[config.mk]
export PLATFORM = sky130hd
export DESIGN_NAME = buf_own_arbiter
export DESIGN_NICKNAME = d
export VERILOG_FILES = /design/src/rtl/bos_pkg.sv /design/src/rtl/bos_xfer.sv /design/src/rtl/bos_sem_fsm.sv /design/src/rtl/bos_evt_irq.sv /design/src/rtl/buf_own_arbiter.sv
export SDC_FILE = /design/constraint.sdc
export NUM_CORES = 1
export LEC_CHECK = 0
export CORE_AREA = 2 2 39 41
export CTS_CLUSTER_SIZE = 25
export DETAILED_ROUTE_END_ITERATION = 6
export DIE_AREA = 0 0 41 43
export PLACE_DENSITY = 0.75
export SLEW_MARGIN = 20
export SYNTH_ARGS = -nofsm -noshare
export SYNTH_HDL_FRONTEND = slang
export SYNTH_HIERARCHICAL = 1
export SYNTH_SLANG_ARGS = --single-unit
[constraint.sdc]
create_clock -name clk -period 2.36 [get_ports clk]
set_clock_uncertainty 0.05 [all_clocks]
set_input_delay 0.708 -clock clk [delete_from_list [all_inputs] [get_ports clk]]
set_output_delay 0.708 -clock clk [all_outputs]
set_load 0.01 [all_outputs]
[src/rtl/bos_pkg.sv]
package bos_pkg;

  typedef enum logic [1:0] {
    SEM_FREE = 2'd0,
    SEM_CPU  = 2'd1,
    SEM_SLV  = 2'd2,
    SEM_PEND = 2'd3
  } sem_e;

  localparam int unsigned EVT_NUM = 2;
  localparam int unsigned EVT_END = 0;
  localparam int unsigned EVT_ACQ = 1;

  typedef struct packed {
    sem_e nxt;
    logic end_evt;
    logic acq_evt;
  } sem_step_t;

  // Next ownership state and the events raised by that transition.
  function automatic sem_step_t sem_next(input sem_e cur, input logic acq,
                                         input logic rel, input logic start,
                                         input logic fin);
    sem_step_t s;
    s.nxt     = cur;
    s.end_evt = 1'b0;
    s.acq_evt = 1'b0;
    unique case (cur)
      SEM_FREE: begin
        if (acq) begin
          s.nxt     = SEM_CPU;
          s.acq_evt = 1'b1;
        end else if (start) begin
          s.nxt = SEM_SLV;
        end
      end
      SEM_CPU: begin
        if (rel) s.nxt = SEM_FREE;
      end
      SEM_SLV: begin
        if (fin) begin
          s.end_evt = 1'b1;
          if (acq) begin
            s.nxt     = SEM_CPU;
            s.acq_evt = 1'b1;
          end else begin
            s.nxt = SEM_FREE;
          end
        end else if (acq) begin
          s.nxt = SEM_PEND;
        end
      end
      SEM_PEND: begin
        if (fin) begin
          s.nxt     = SEM_CPU;
          s.end_evt = 1'b1;
          s.acq_evt = 1'b1;
        end
      end
      default: s.nxt = SEM_FREE;
    endcase
    return s;
  endfunction

  // Sticky bit update: a set beats a clear in the same cycle.
  function automatic logic sticky_next(input logic cur, input logic set,
                                       input logic clr);
    return set | (cur & ~clr);
  endfunction

endpackage

[src/rtl/bos_xfer.sv]
module bos_xfer (
  input  logic clk,
  input  logic rst_n,
  input  logic cs_on_i,
  input  logic cs_off_i,
  output logic active_o,
  output logic start_o,
  output logic fin_o
);

  logic active_q;

  // A start only counts while idle, an end only while active.
  assign start_o = cs_on_i & ~active_q;
  assign fin_o   = cs_off_i & active_q;

  always_ff @(posedge clk or negedge rst_n) begin
    if (!rst_n) begin
      active_q <= 1'b0;
    end else if (start_o) begin
      active_q <= 1'b1;
    end else if (fin_o) begin
      active_q <= 1'b0;
    end
  end

  assign active_o = active_q;

endmodule

[src/rtl/bos_sem_fsm.sv]
module bos_sem_fsm
  import bos_pkg::*;
(
  input  logic clk,
  input  logic rst_n,
  input  logic acq_i,
  input  logic rel_i,
  input  logic start_i,
  input  logic fin_i,
  output sem_e state_o,
  output logic end_o,
  output logic acq_evt_o
);

  sem_e      state_q;
  logic      end_q;
  logic      acq_q;
  sem_step_t step;

  always_comb begin
    step = sem_next(state_q, acq_i, rel_i, start_i, fin_i);
  end

  always_ff @(posedge clk or negedge rst_n) begin
    if (!rst_n) begin
      state_q <= SEM_FREE;
      end_q   <= 1'b0;
      acq_q   <= 1'b0;
    end else begin
      state_q <= step.nxt;
      end_q   <= step.end_evt;
      acq_q   <= step.acq_evt;
    end
  end

  assign state_o   = state_q;
  assign end_o     = end_q;
  assign acq_evt_o = acq_q;

endmodule

[src/rtl/bos_evt_irq.sv]
module bos_evt_irq #(
  parameter int unsigned N = 2
) (
  input  logic         clk,
  input  logic         rst_n,
  input  logic [N-1:0] evt_i,
  input  logic [N-1:0] clr_i,
  input  logic [N-1:0] en_set_i,
  input  logic [N-1:0] en_clr_i,
  output logic [N-1:0] pend_o,
  output logic [N-1:0] en_o,
  output logic         irq_o
);
  import bos_pkg::*;

  logic [N-1:0] pend_q;
  logic [N-1:0] en_q;

  for (genvar g = 0; g < N; g++) begin : g_evt
    always_ff @(posedge clk or negedge rst_n) begin
      if (!rst_n) begin
        pend_q[g] <= 1'b0;
        en_q[g]   <= 1'b0;
      end else begin
        pend_q[g] <= sticky_next(pend_q[g], evt_i[g], clr_i[g]);
        en_q[g]   <= sticky_next(en_q[g], en_set_i[g], en_clr_i[g]);
      end
    end
  end

  assign pend_o = pend_q;
  assign en_o   = en_q;
  assign irq_o  = |(pend_q & en_q);

endmodule

[src/rtl/buf_own_arbiter.sv]
module buf_own_arbiter
  import bos_pkg::*;
(
  input  logic               clk,
  input  logic               rst_n,
  input  logic               acquire_i,
  input  logic               release_i,
  input  logic               cs_on_i,
  input  logic               cs_off_i,
  input  logic               short_en_i,
  input  logic [EVT_NUM-1:0] evt_clr_i,
  input  logic [EVT_NUM-1:0] irq_en_set_i,
  input  logic [EVT_NUM-1:0] irq_en_clr_i,
  output logic [1:0]         status_o,
  output logic               grant_o,
  output logic               dflt_o,
  output logic               end_o,
  output logic               acquired_o,
  output logic [EVT_NUM-1:0] evt_pend_o,
  output logic [EVT_NUM-1:0] irq_en_o,
  output logic               irq_o
);

  logic         xfer_active;
  logic         xfer_start;
  logic         xfer_fin;
  logic         acq_eff;
  logic         end_pulse;
  logic         acq_pulse;
  sem_e         sem_state;
  logic [EVT_NUM-1:0] evt_vec;

  bos_xfer i_xfer (
    .clk      (clk),
    .rst_n    (rst_n),
    .cs_on_i  (cs_on_i),
    .cs_off_i (cs_off_i),
    .active_o (xfer_active),
    .start_o  (xfer_start),
    .fin_o    (xfer_fin)
  );

  // Shortcut: a finished granted transaction re-issues a take request.
  assign acq_eff = acquire_i | (end_pulse & short_en_i);

  bos_sem_fsm i_fsm (
    .clk       (clk),
    .rst_n     (rst_n),
    .acq_i     (acq_eff),
    .rel_i     (release_i),
    .start_i   (xfer_start),
    .fin_i     (xfer_fin),
    .state_o   (sem_state),
    .end_o     (end_pulse),
    .acq_evt_o (acq_pulse)
  );

  always_comb begin
    evt_vec          = '0;
    evt_vec[EVT_END] = end_pulse;
    evt_vec[EVT_ACQ] = acq_pulse;
  end

  bos_evt_irq #(.N(EVT_NUM)) i_evt (
    .clk      (clk),
    .rst_n    (rst_n),
    .evt_i    (evt_vec),
    .clr_i    (evt_clr_i),
    .en_set_i (irq_en_set_i),
    .en_clr_i (irq_en_clr_i),
    .pend_o   (evt_pend_o),
    .en_o     (irq_en_o),
    .irq_o    (irq_o)
  );

  assign status_o   = sem_state;
  assign grant_o    = (sem_state == SEM_SLV) || (sem_state == SEM_PEND);
  assign dflt_o     = xfer_active & ~grant_o;
  assign end_o      = end_pulse;
  assign acquired_o = acq_pulse;

endmodule

==> run_results.csv <==
group,metric,value,unit
synth,synth_fa_ha_area_frac,0,
pwr,power.switching,0.000160,W
clock_tree,cts.htree.levels,1,
synth,synth-warning-count,6,
synth,synthSimpleGateAreaFrac,0.135,
pwr,p_seq_frac,0.403,
pwr,swShare,0.283,
timing,drv_slew,0,
synth,seq_area_frac_synth,0.608,
die,initial_core_util,0.268,
outcome,status,"complete, no violations",
pwr,power.density,876,nW/µm²
synth,synth_top_family_by_area,"compound AO/OA/AOI/OAI gates",
die,core,1380,µm²
final_layout,antenna_cells,0,
critical_path,worstPathArrival,1.38,ns
synth,synth_seq_cells,9,
final_layout,syn2layout_area_growth,73.6,%
die,die_h,43,µm
detailed_routing,ant_nets,0,
detailed_routing,wl,685,µm
critical_path,critPathTopFamily,"buffers and inverters",
critical_path,worstSetupStartpointType,"register",
min_path,holdCritPathClass,"register to register",
timing,fmax,469,MHz
synth,synth_nets,46,
clock_tree,insertion_delay,0.25,ns
timing,tns,0,ns
final_layout,drive_above_1_share,0.0847,
place,hpwlAfterDp,561,µm
clock_tree,cts_root_buffer,"clkbuf_4",
clock_tree,cts_hold_buf,0,
global_routing,grtUsageTotal,0.103,
global_routing,antenna_found_initial,0,
critical_path,critPathMaxStageDelay,0.54,ns
pwr,p_leak,0.314,nW
critical_path,cp_slowest_cell,"clkdlybuf4s50_1",
clock_tree,cts_buffer_depth,2,
place,gp_congestion,0.611,
detailed_routing,drt_iter0_drc,4,
critical_path,cp.required,1.60,ns
clock_tree,cts_resized,0,
clock_tree,cts_setup_buffers,0,
final_layout,layout.cells.non_filler,75,
global_routing,grt_pass1_vias,306,
detailed_routing,drc,0,
job,cap_violations,0,
synth,yosys.area_share.xor_xnor,0,
global_routing,grt_max_degree,10,
detailed_routing,wire_per_inst,9.13,µm
timing,setup_viol,0,
detailed_routing,vias_per_cell,4.23,
critical_path,crit_fanout,7,
place,dp.cells,71,
synth,synth_cell_type_count,14,
pwr,ir_drop,399,µV
clock_tree,cts_tree,"done",
global_routing,overflow,0,
place,portBuffers,23,
critical_path,crit_path_end_kind,"output pin",
clock_tree,clock-sinks,9,
final_layout,fin_nets,73,
detailed_routing,first_pass_iters,2,
synth,avgSynthCellArea,11.2,µm²
synth,synthCells,33,
die,pin_count,24,
timing,rsz0062_at_grt,"no",
die,dieArea,1760,µm²
critical_path,path_class,"register to output pin",
clock_tree,path_clk_slew,0.06,ns
timing,timing.final.crit_share,0.904,
pwr,pwr-share-comb,0.394,
clock_tree,numCtsBuffers,3,
synth,synthMuxAreaShare,0,
synth,synth_compound_area_frac,0.186,
pwr,p_clk_frac,0.203,
die,fp.dieW,41,µm
pwr,intPower,0.000404,W
synth,synthesis.area,370,µm²
critical_path,timing.critical_path.buf_inv,1,
timing,hold_viol_final,0,
global_routing,grt_first_pass_wirelength,1170,µm
detailed_routing,vias,317,
timing,slew_headroom,0.743,
critical_path,path_cells,"nor2b_1 -> clkdlybuf4s50_1",
die,rows,14,
timing,worst_slew_pin_slew,0.384,ns
timing,post-route-min-period,2.13,ns
## worst paths after layout
check                                    to  slack (ns)              from  cells after the start
max                                  dflt_o        0.23  i_fsm/state_o[1]                      2
min                         i_evt/pend_o[1]        0.42   i_fsm/acq_evt_o                      1
max reg2reg                i_fsm/state_o[1]        1.30   i_xfer/active_o                      3
min reg2reg                 i_evt/pend_o[1]        0.42   i_fsm/acq_evt_o                      1
max in group asynchronous     i_evt/en_o[0]        1.29             rst_n                      1
min in group asynchronous  i_fsm/state_o[0]        0.69             rst_n                      1
## cell type report
type	count	area, µm²
clock buffers	4	26.3
inverters	6	22.5
repair buffers	23	230
multi-input cells	17	119
fillers	148	741
well taps	16	20.0
flip-flops and latches	9	225
## layout by cell type, fill, tap and decap left out
cell type | synthesis | final
clkdlybuf4s50_1 | 0 | 23
dfrtp_1 | 9 | 9
inv_1 | 6 | 6
a21o_1 | 5 | 5
clkbuf_4 | 0 | 3
nor2b_1 | 2 | 2
and2_1 | 2 | 2
clkbuf_1 | 1 | 1
a22o_1 | 1 | 1
a21o_2 | 1 | 1
nor2_1 | 1 | 1
and2b_1 | 1 | 1
nor3_1 | 1 | 1
a21oi_1 | 1 | 1
a31o_1 | 1 | 1
nor2b_2 | 1 | 1
## power by group through the flow
| stage | clock network, W | registers (W) | logic (W) |
|---|---|---|---|
| 3_5_place_dp | 0 | 0.000231 | 0.000224 |
| 2_1_floorplan | 0 | 0.000243 | 0.0000731 |
| 5_1_grt | 0.000129 | 0.000234 | 0.000245 |
| 3_3_place_gp | 0 | 0.000230 | 0.000222 |
| 4_1_cts | 0.000118 | 0.000229 | 0.000225 |
| 6_report | 0.000114 | 0.000227 | 0.000222 |
## Yosys cell counts (all sizes together)
master / count / area share
dfrtp: 9 / 0.61
a31o: 1 / 0.024
a21oi: 1 / 0.014
nor2: 1 / 0.010
a22o: 1 / 0.024
inv: 6 / 0.061
and2b: 1 / 0.020
nor3: 1 / 0.014
clkbuf: 1 / 0.010
a21o: 6 / 0.13
nor2b: 3 / 0.057
and2: 2 / 0.034
## logic make-up (layout without fill, tap and decap cells)
family	count (synthesis)	count (layout)
AOI/OAI and AO/OA	9	9
buffers and inverters	7	33
DFF	9	9
and+or+nand+nor	8	8
## registers in the layout, indices dropped and copies added, names as in the netlist
signal / flops
i_fsm/end_o: 1
i_xfer/active_o: 1
i_fsm/acq_evt_o: 1
i_evt/pend_o: 2
i_fsm/state_o: 2
i_evt/en_o: 2
## layer usage
layer | share of wire | GRT usage
met3 | 0.099 | 0.0314
met4 | 0.012 | 0.0800
met1 | 0.39 | 0.114
met5 | 0 | 0
met2 | 0.49 | 0.153
## stage by stage
| stage | instance area [µm²] | hold slack [ns] | total power, W | util | setup slack, ns |
|---|---|---|---|---|---|
| 2_1_floorplan | 370 | 0.362 | 0.000317 | - | 0.929 |
| 3_3_place_gp | 617 | 0.396 | 0.000452 | 0.446 | 0.519 |
| 3_5_place_dp | 617 | 0.399 | 0.000455 | 0.446 | 0.490 |
| 4_1_cts | 643 | 0.416 | 0.000572 | 0.465 | 0.196 |
| 5_1_grt | 643 | 0.448 | 0.000608 | 0.465 | 0.163 |
| 6_report | 643 | 0.419 | 0.000563 | 0.465 | 0.226 |
(Power assumes the default switching activity.)
